<file path="src/rtl/cap_timer_pkg.sv">
package cap_timer_pkg;

  localparam int MODE_W = 3;
  localparam int STAT_W = 16;
  localparam int STAT_LO_W = 8;

  typedef logic [MODE_W-1:0] mode_t;

  localparam mode_t MODE_CAPTURE  = 3'b010;
  localparam mode_t MODE_CAP_ONCE = 3'b110;

  // True for the two mode codes in which the overflow flag is live.
  function automatic logic is_capture_mode(mode_t m);
    return (m == MODE_CAPTURE) || (m == MODE_CAP_ONCE);
  endfunction

  // Status word layout: flag in bit 0, every other bit zero.
  function automatic logic [STAT_W-1:0] pack_status(logic flag);
    logic [STAT_W-1:0] w;
    w = '0;
    w[0] = flag;
    return w;
  endfunction

endpackage

</file>
<file path="src/rtl/cap_timer_mode.sv">
module cap_timer_mode
  import cap_timer_pkg::*;
(
  input  logic  clk,
  input  logic  rst_n,
  input  mode_t mode_i,
  output logic  run_o,
  output logic  chg_o
);

  mode_t mode_q;

  always_ff @(posedge clk or negedge rst_n) begin
    if (!rst_n) mode_q <= '0;
    else        mode_q <= mode_i;
  end

  assign chg_o = (mode_i != mode_q);
  assign run_o = is_capture_mode(mode_i);

endmodule

</file>
<file path="src/rtl/cap_timer_counter.sv">
module cap_timer_counter #(
  parameter int CNT_W = 16
) (
  input  logic             clk,
  input  logic             rst_n,
  input  logic             run_i,
  input  logic             en_i,
  input  logic             clr_i,
  output logic [CNT_W-1:0] cnt_o,
  output logic             wrap_o
);

  localparam logic [CNT_W-1:0] CNT_MAX = '1;
  localparam logic [CNT_W-1:0] CNT_ONE = {{(CNT_W-1){1'b0}}, 1'b1};

  logic [CNT_W-1:0] cnt_q;
  logic             adv;

  function automatic logic [CNT_W-1:0] step_count(logic [CNT_W-1:0] c);
    return c + CNT_ONE;
  endfunction

  assign adv    = run_i && en_i;
  assign wrap_o = adv && (cnt_q == CNT_MAX);

  always_ff @(posedge clk or negedge rst_n) begin
    if (!rst_n)   cnt_q <= '0;
    else if (clr_i) cnt_q <= '0;
    else if (adv) cnt_q <= step_count(cnt_q);
  end

  assign cnt_o = cnt_q;

endmodule

</file>
<file path="src/rtl/cap_timer_ovf.sv">
module cap_timer_ovf (
  input  logic clk,
  input  logic rst_n,
  input  logic run_i,
  input  logic wrap_i,
  input  logic cap_i,
  input  logic chg_i,
  output logic pend_o,
  output logic flag_o
);

  logic pend_q;
  logic flag_q;

  // Pending wrap: armed by a rollover, consumed by a capture.
  always_ff @(posedge clk or negedge rst_n) begin
    if (!rst_n)      pend_q <= 1'b0;
    else if (chg_i)  pend_q <= 1'b0;
    else if (cap_i)  pend_q <= 1'b0;
    else if (wrap_i) pend_q <= 1'b1;
  end

  // Visible flag: refreshed only at capture; a same-cycle wrap counts.
  always_ff @(posedge clk or negedge rst_n) begin
    if (!rst_n)              flag_q <= 1'b0;
    else if (chg_i || !run_i) flag_q <= 1'b0;
    else if (cap_i)          flag_q <= pend_q || wrap_i;
  end

  assign pend_o = pend_q;
  assign flag_o = flag_q;

endmodule

</file>
<file path="src/rtl/cap_timer_chan.sv">
module cap_timer_chan
  import cap_timer_pkg::*;
#(
  parameter int CNT_W = 16
) (
  input  logic             clk,
  input  logic             rst_n,
  input  logic [2:0]       mode_i,
  input  logic             cnt_en_i,
  input  logic             cap_i,
  output logic [CNT_W-1:0] cap_val_o,
  output logic [15:0]      stat_o,
  output logic [7:0]       stat_lo_o
);

  // Named internal events, observed by the bound checker.
  logic             run;
  logic             mode_chg;
  logic             cap_evt;
  logic             wrap_evt;
  logic             pend_q;
  logic             flag_q;
  logic [CNT_W-1:0] cnt_q;
  logic [CNT_W-1:0] cap_q;

  cap_timer_mode mode_u (
    .clk    (clk),
    .rst_n  (rst_n),
    .mode_i (mode_i),
    .run_o  (run),
    .chg_o  (mode_chg)
  );

  assign cap_evt = run && cap_i && !mode_chg;

  cap_timer_counter #(.CNT_W(CNT_W)) cnt_u (
    .clk    (clk),
    .rst_n  (rst_n),
    .run_i  (run && !mode_chg),
    .en_i   (cnt_en_i),
    .clr_i  (mode_chg || cap_evt),
    .cnt_o  (cnt_q),
    .wrap_o (wrap_evt)
  );

  cap_timer_ovf ovf_u (
    .clk    (clk),
    .rst_n  (rst_n),
    .run_i  (run),
    .wrap_i (wrap_evt),
    .cap_i  (cap_evt),
    .chg_i  (mode_chg),
    .pend_o (pend_q),
    .flag_o (flag_q)
  );

  always_ff @(posedge clk or negedge rst_n) begin
    if (!rst_n)       cap_q <= '0;
    else if (cap_evt) cap_q <= cnt_q;
  end

  assign cap_val_o = cap_q;
  assign stat_o    = pack_status(flag_q);
  assign stat_lo_o = stat_o[STAT_LO_W-1:0];

endmodule

</file>
<file path="config.mk">
export PLATFORM = sky130hd
export DESIGN_NAME = cap_timer_chan
export DESIGN_NICKNAME = d
export VERILOG_FILES = /design/src/rtl/cap_timer_pkg.sv /design/src/rtl/cap_timer_mode.sv /design/src/rtl/cap_timer_counter.sv /design/src/rtl/cap_timer_ovf.sv /design/src/rtl/cap_timer_chan.sv
export SDC_FILE = /design/constraint.sdc
export NUM_CORES = 1
export LEC_CHECK = 0
export BUFFER_PORTS_ARGS = -buffer_cell sky130_fd_sc_hd__buf_2
export CAP_MARGIN = 5
export CORE_ASPECT_RATIO = 0.8
export CORE_MARGIN = 3
export CORE_UTILIZATION = 53
export DETAILED_ROUTE_END_ITERATION = 10
export GPL_ROUTABILITY_DRIVEN = 0
export PLACE_DENSITY = 0.75
export SLEW_MARGIN = 25
export SYNTH_ARGS = -nofsm -noshare
export SYNTH_HDL_FRONTEND = slang
export SYNTH_HIERARCHICAL = 1
export SYNTH_SLANG_ARGS = --single-unit
</file>
<file path="constraint.sdc">
create_clock -name clk -period 2.71 [get_ports clk]
set_clock_uncertainty 0.15 [all_clocks]
set_input_delay 0.542 -clock clk [delete_from_list [all_inputs] [get_ports clk]]
set_output_delay 0.542 -clock clk [all_outputs]
set_load 0.01 [all_outputs]
</file>
==> results of run 1 <==
## critical path, stage by stage
cell and delay [ns]:
buf_2 0.12, and2b_2 0.25, nor2b_1 0.23, nand4_1 0.28, nor4_4 0.25, or3b_1 0.38, a21oi_1 0.16
## kinds of logic after synthesis
family / synth area share [%]
AO/OA/AOI/OAI: 4.07
XOR/XNOR: 6.44
adder cells (fa/ha/maj): 0.657
buffers and inverters: 11.0
flip-flops: 48.6
multiplexers: 11.2
other: 0.197
AND/OR/NAND/NOR: 17.7
## metrics by stage
| step | total power [mW] | hold slack, ns | util, % | std cells | cell area [um2] |
|---|---|---|---|---|---|
| after floorplan | 0.621 | 0.0964 | - | 185 | 1980 |
| after global routing | 1.03 | 0.237 | 63.1 | 231 | 2060 |
| after CTS | 1.00 | 0.218 | 63.1 | 231 | 2060 |
| final | 0.986 | 0.187 | 63.1 | 231 | 2060 |
| after global placement | 0.619 | 0.335 | 60.4 | 224 | 1970 |
| after detailed placement | 0.620 | 0.336 | 60.4 | 224 | 1970 |
## worst paths after layout
kind	from	to	slack, ns
setup / recovery	mode_i[0]	cnt_u/cnt_o[13]	0.54
hold / removal	rst_n	cap_val_o[3]	0.19
setup reg to reg	mode_u/mode_q[2]	cnt_u/cnt_o[13]	0.55
hold reg to reg	cap_val_o[6]	cap_val_o[6]	0.36
max in group asynchronous	rst_n	cnt_u/cnt_o[5]	1.71
min in group clk	mode_i[2]	mode_u/mode_q[2]	0.24
## Yosys cell counts (3+ instances only)
cell,n
xor2_1,5
nand3_1,8
nor3_1,4
buf_4,24
xnor2_1,9
nand2_1,8
clkbuf_1,3
mux2_2,7
mux2_4,9
and3_1,3
nor2_1,13
dfrtp_1,37
and4_1,3
a21oi_1,5
## power breakdown
part           internal (mW)  switching (mW)  total, mW
Sequential             0.555         0.00115      0.556
Clock                  0.202           0.176      0.377
Combinational         0.0129          0.0403     0.0532
Total                  0.769           0.217      0.986
## registers in the layout, indices dropped and copies added (netlist names)
name / count
mode_u/mode_q: 3
ovf_u/flag_o: 1
cnt_u/cnt_o: 16
cap_val_o: 16
ovf_u/pend_o: 1
## final cells by class
type / instances / area (um2)
multi-input combinational: 118 / 847
fill: 250 / 1210
timing repair buffer: 27 / 143
sequential: 37 / 926
clock buffer: 7 / 86.3
tap: 40 / 50.0
inverter: 2 / 7.51
## metal layers
layer	vias to the layer above	wire length [um]	GRT usage, %
met1	579	1610	23.2
met3	5	170	4.75
met5	-	0	0
li1	575	-	-
met2	36	1470	24.6
met4	0	34	7.37
==> impl_metrics.py, run 1 <==
metrics = {
    "clock_tree": {
        "cts_setup_buffers": 0,
        "cts.sinks": 37,
        "cts.reportedPaths.clkPinSlew_ns": 0.07,
        "postCtsHoldBufs": 0,
        "htreeDepth": 2,
        "cts_tree": "done",
        "root_buffer": "clkbuf_8",
        "cts_resized": 0,
        "clockBufferDepth": 2,
        "clock_latency_ns": 0.28,
        "cts_buffers": 5,
    },
    "logic_synthesis": {
        "synth_edf_count": 0,
        "yosysTopAreaCell": "dfrtp_1",
        "synth_warnings": 6,
        "syn_inst": 164,
        "synth_area_leaders": "dfrtp_1 (49%), buf_4 (9.5%), mux2_4 (7.1%)",
        "ys_ff_latch": 37,
        "ys.flop_type": "dfrtp_1",
        "syn_area_mm2": 0.00190,
        "synth.distinct_cells": 35,
        "async_flop_share_pct": 100,
        "synth.avg_cell_area_um2": 11.6,
        "yosysSeqAreaShare_pct": 48.6,
        "synth.top_cell.area_share_pct": 48.6,
    },
    "routing": {
        "drc_errors": 0,
        "drt_iter0_drc": 51,
        "via_per_inst": 5.17,
        "routed_wl_um": 3290,
        "wl_per_cell_um": 14.2,
        "drt_pass1_iterations": 4,
        "ant_nets": 0,
        "num_vias": 1195,
    },
    "final_layout": {
        "final_cell_mix": "dfrtp_1 (37), buf_2 (24), conb_1 (22)",
        "area_growth_pct": 8.15,
        "fin_nets": 199,
        "layout-drive-gt1-share_pct": 29.8,
        "final_common_cell": "dfrtp_1",
        "diodes": 0,
    },
    "timing": {
        "setup_tns_ns": 0,
        "fmax_ghz": 0.460,
        "relSlewSlack_pct": 47.4,
        "hold_violations": 0,
        "worst_slack_ns": 0.537,
        "setup_viol": 0,
        "drv_slew": 0,
        "period_minus_slack_ns": 2.17,
        "max_slew.worst_pin.slew_ns": 0.788,
        "rsz0062_at_grt": "false",
        "period_share_pct": 80.2,
    },
    "global_route": {
        "grt_max_degree": 38,
        "grt_pass1_vias": 1135,
        "gr-total-overflow": 0,
        "track_usage_pct": 16.8,
        "antenna_found_initial": 0,
        "grt_pass1_wl_um": 5480,
    },
    "die": {
        "start_util_pct": 58.3,
        "rows": 18,
        "pin_count": 47,
        "die_area_mm2": 0.00435,
        "core_mm2": 0.00327,
        "die_y_um": 59.6,
        "die_w_um": 73.0,
    },
    "run": {
        "drv_cap": 0,
    },
    "setup_path": {
        "worstSetupPathType": "in -> reg",
        "cp.arrival_ns": 2.22,
        "r2r_cells": 7,
        "cp-start-kind": "primary input",
        "critPathMaxFanout": 6,
        "worstPathRequired_ns": 2.76,
        "endpoint_kind": "flip-flop",
    },
    "placement": {
        "place_hpwl_um": 2280,
        "port_buffers": 24,
        "place_ws_ns": 0.262,
    },
    "worst_hold_path": {
        "hp-class": "in -> async",
    },
    "pwr": {
        "p_leak_nw": 1.04,
        "power.density_mw_per_mm2": 479,
        "peakVddDrop_v": 0.000308,
    },
    "run_status": {
        "status": "completed",
    },
}
(Power assumes the default switching activity.)
==> run 2, diff against run 1 <==
Clock period 2.71 ns to 2 ns, I/O delays scaled along.
==> run 2 against run 1 <==
The flow now finishes with violations (setup timing). Sequential cell count did not move. Register-to-register slack got worse by 0.61 ns. Critical endpoint unchanged. Via count increased by 9.5%. Worst setup slack lost 0.60 ns. Sequential power increased by 36%. Critical path depth unchanged. Count of clock-buffer cells in the layout down 2.
==> impl_metrics.py, run 2 (synthesis gave the netlist of run 1 again) <==
metrics = {
    "run_status": {
        "status": "finished with violations",
        "violations": "setup timing",
    },
    "pwr": {
        "p_leak_nw": 1.18,
        "switching_share_pct": 22.7,
        "peakVddDrop_v": 0.000429,
        "p_int_mw": 1.01,
        "p_sw_mw": 0.295,
        "seqPwrFrac_pct": 57.8,
        "combPwrFrac_pct": 6.8,
        "power.density_mw_per_mm2": 564,
        "pwr-share-clk_pct": 35.3,
    },
    "setup_path": {
        "endpoint_kind": "flip-flop",
        "path_cells": "xnor2_2 > nand3_2 > nor2b_4 > nand4_1 > nor4_4 > or3b_1 > a21oi_1",
        "cp_slowest_cell": "dfrtp_1",
        "r2r_cells": 7,
        "worstSetupPathType": "reg -> reg",
        "worstPathRequired_ns": 2.06,
        "critPathMaxFanout": 3,
        "cp.arrival_ns": 2.12,
        "cp-start-kind": "flip-flop",
        "cp_slowest_stage_delay_ns": 0.41,
    },
    "clock_tree": {
        "root_buffer": "clkbuf_8",
        "htreeDepth": 2,
        "clockBufferDepth": 2,
        "cts_tree": "done",
        "cts.reportedPaths.clkPinSlew_ns": 0.07,
        "cts.sinks": 37,
        "clock_latency_ns": 0.28,
        "cts_buffers": 5,
    },
    "timing": {
        "drv_slew": 0,
        "max_slew.worst_pin.slew_ns": 0.539,
        "period_minus_slack_ns": 2.06,
        "hold_violations": 0,
        "setup_viol": 6,
        "relSlewSlack_pct": 64.1,
        "worst_slack_ns": -0.0650,
        "rsz0062_at_grt": "true",
        "setup_tns_ns": -0.234,
        "fmax_ghz": 0.484,
        "period_share_pct": 103,
    },
    "final_layout": {
        "fin_util_pct": 70.8,
        "final_cell_mix": "dfrtp_1 (37), buf_2 (24), conb_1 (22)",
        "nFillCells": 234,
        "area_growth_pct": 21.4,
        "final_cells": 248,
        "fin_nets": 217,
        "layout-drive-gt1-share_pct": 42.3,
        "multiInputGateArea_um2": 946,
        "final_common_cell": "dfrtp_1",
        "diodes": 0,
        "ff_latch_area_um2": 926,
    },
    "worst_hold_path": {
        "hp-class": "in -> reg",
        "holdPathStages": 1,
    },
    "die": {
        "core_mm2": 0.00327,
        "pin_count": 47,
        "die_area_mm2": 0.00435,
        "start_util_pct": 58.3,
        "rows": 18,
        "die_w_um": 73.0,
        "die_y_um": 59.6,
    },
    "routing": {
        "drc_errors": 0,
        "via_per_inst": 5.27,
        "routed_wl_um": 3900,
        "drt_pass1_iterations": 4,
        "drt_iter0_drc": 105,
        "wl_per_cell_um": 15.7,
        "num_vias": 1308,
        "ant_nets": 0,
    },
    "global_route": {
        "track_usage_pct": 19.1,
        "grt_pass1_wl_um": 6210,
        "grt_max_degree": 38,
        "gr-total-overflow": 0,
        "antenna_found_initial": 0,
        "grt_pass1_vias": 1321,
    },
    "placement": {
        "dp.cells": 239,
        "place_hpwl_um": 2660,
        "port_buffers": 24,
    },
    "run": {
        "drv_cap": 0,
    },
}
run 2: cell count changes in the layout (fill, tap and decap cells not counted), sizes merged:
| cell | before | now |
|---|---|---|
| clkbuf | 7 | 5 |
| clkinv | 0 | 1 |
| buf | 27 | 44 |
| dlygate4sd3 | 0 | 1 |
run 2: worst paths after layout:
| path | start | endpoint | slack [ns] |
|---|---|---|---|
| max in group asynchronous | rst_n | cnt_u/cnt_o[7] | 1.05 |
| worst max-delay path | mode_u/mode_q[1] | cnt_u/cnt_o[13] | -0.06 |
| worst min register to register | cap_val_o[10] | cap_val_o[10] | 0.35 |
| worst max register to register | mode_u/mode_q[1] | cnt_u/cnt_o[13] | -0.06 |
| worst min-delay path | mode_i[0] | mode_u/mode_q[0] | 0.10 |
| min in group asynchronous | rst_n | cap_val_o[1] | 0.45 |
run 2: critical path, delay by kind of cell, from the launching register on:
family | cells | cell delay [ns]
AND/OR/NAND/NOR | 5 | 1.09
flip-flops | 1 | 0.41
XOR/XNOR | 1 | 0.18
AO/OA/AOI/OAI | 1 | 0.16
run 2: area by class of cell:
class,count,area share (%)
Clock buffer,5,2.98
Clock inverter,1,0.216
Inverter,2,0.325
Multi-Input combinational cell,118,40.9
Sequential cell,37,40.0
Tap cell,40,2.16
Timing Repair Buffer,45,13.4
run 2: power groups by stage:
stage               logic (mW)  clock network [mW]  registers [mW]
floorplan               0.0777                   0           0.767
global placement        0.0815                   0           0.767
detailed placement      0.0839                   0           0.767
CTS                     0.0858               0.477           0.753
global route             0.100               0.511           0.754
finish                  0.0892               0.461           0.754
run 2: metrics by stage:
step | area, um2 | power, mW | setup slack (ns) | hold slack, ns
floorplan | 2000 | 0.845 | -0.0492 | -0.0456
global placement | 2120 | 0.849 | -0.127 | 0.227
detailed placement | 2120 | 0.851 | -0.192 | 0.226
CTS | 2230 | 1.32 | -0.0436 | 0.0870
global route | 2310 | 1.37 | -0.208 | 0.0922
finish | 2310 | 1.30 | -0.0650 | 0.102
run 2: routing by layer:
layer	routed length, um	up-vias	track usage (%)
met4	101	0	6.32
met2	1960	36	30.4
met3	183	11	7.29
met1	1660	650	23.9
li1	-	611	-
met5	0	-	0
run 2: repair_timing:
item / 4_1_cts / 5_1_grt
resized for setup: 4 / 12
endpoints found under the hold margin: 37 / 0
setup buffers: 1 / 2
endpoints found under the setup margin: 5 / 11
pin swaps: 6 / 3
hold buffers: 1 / 0
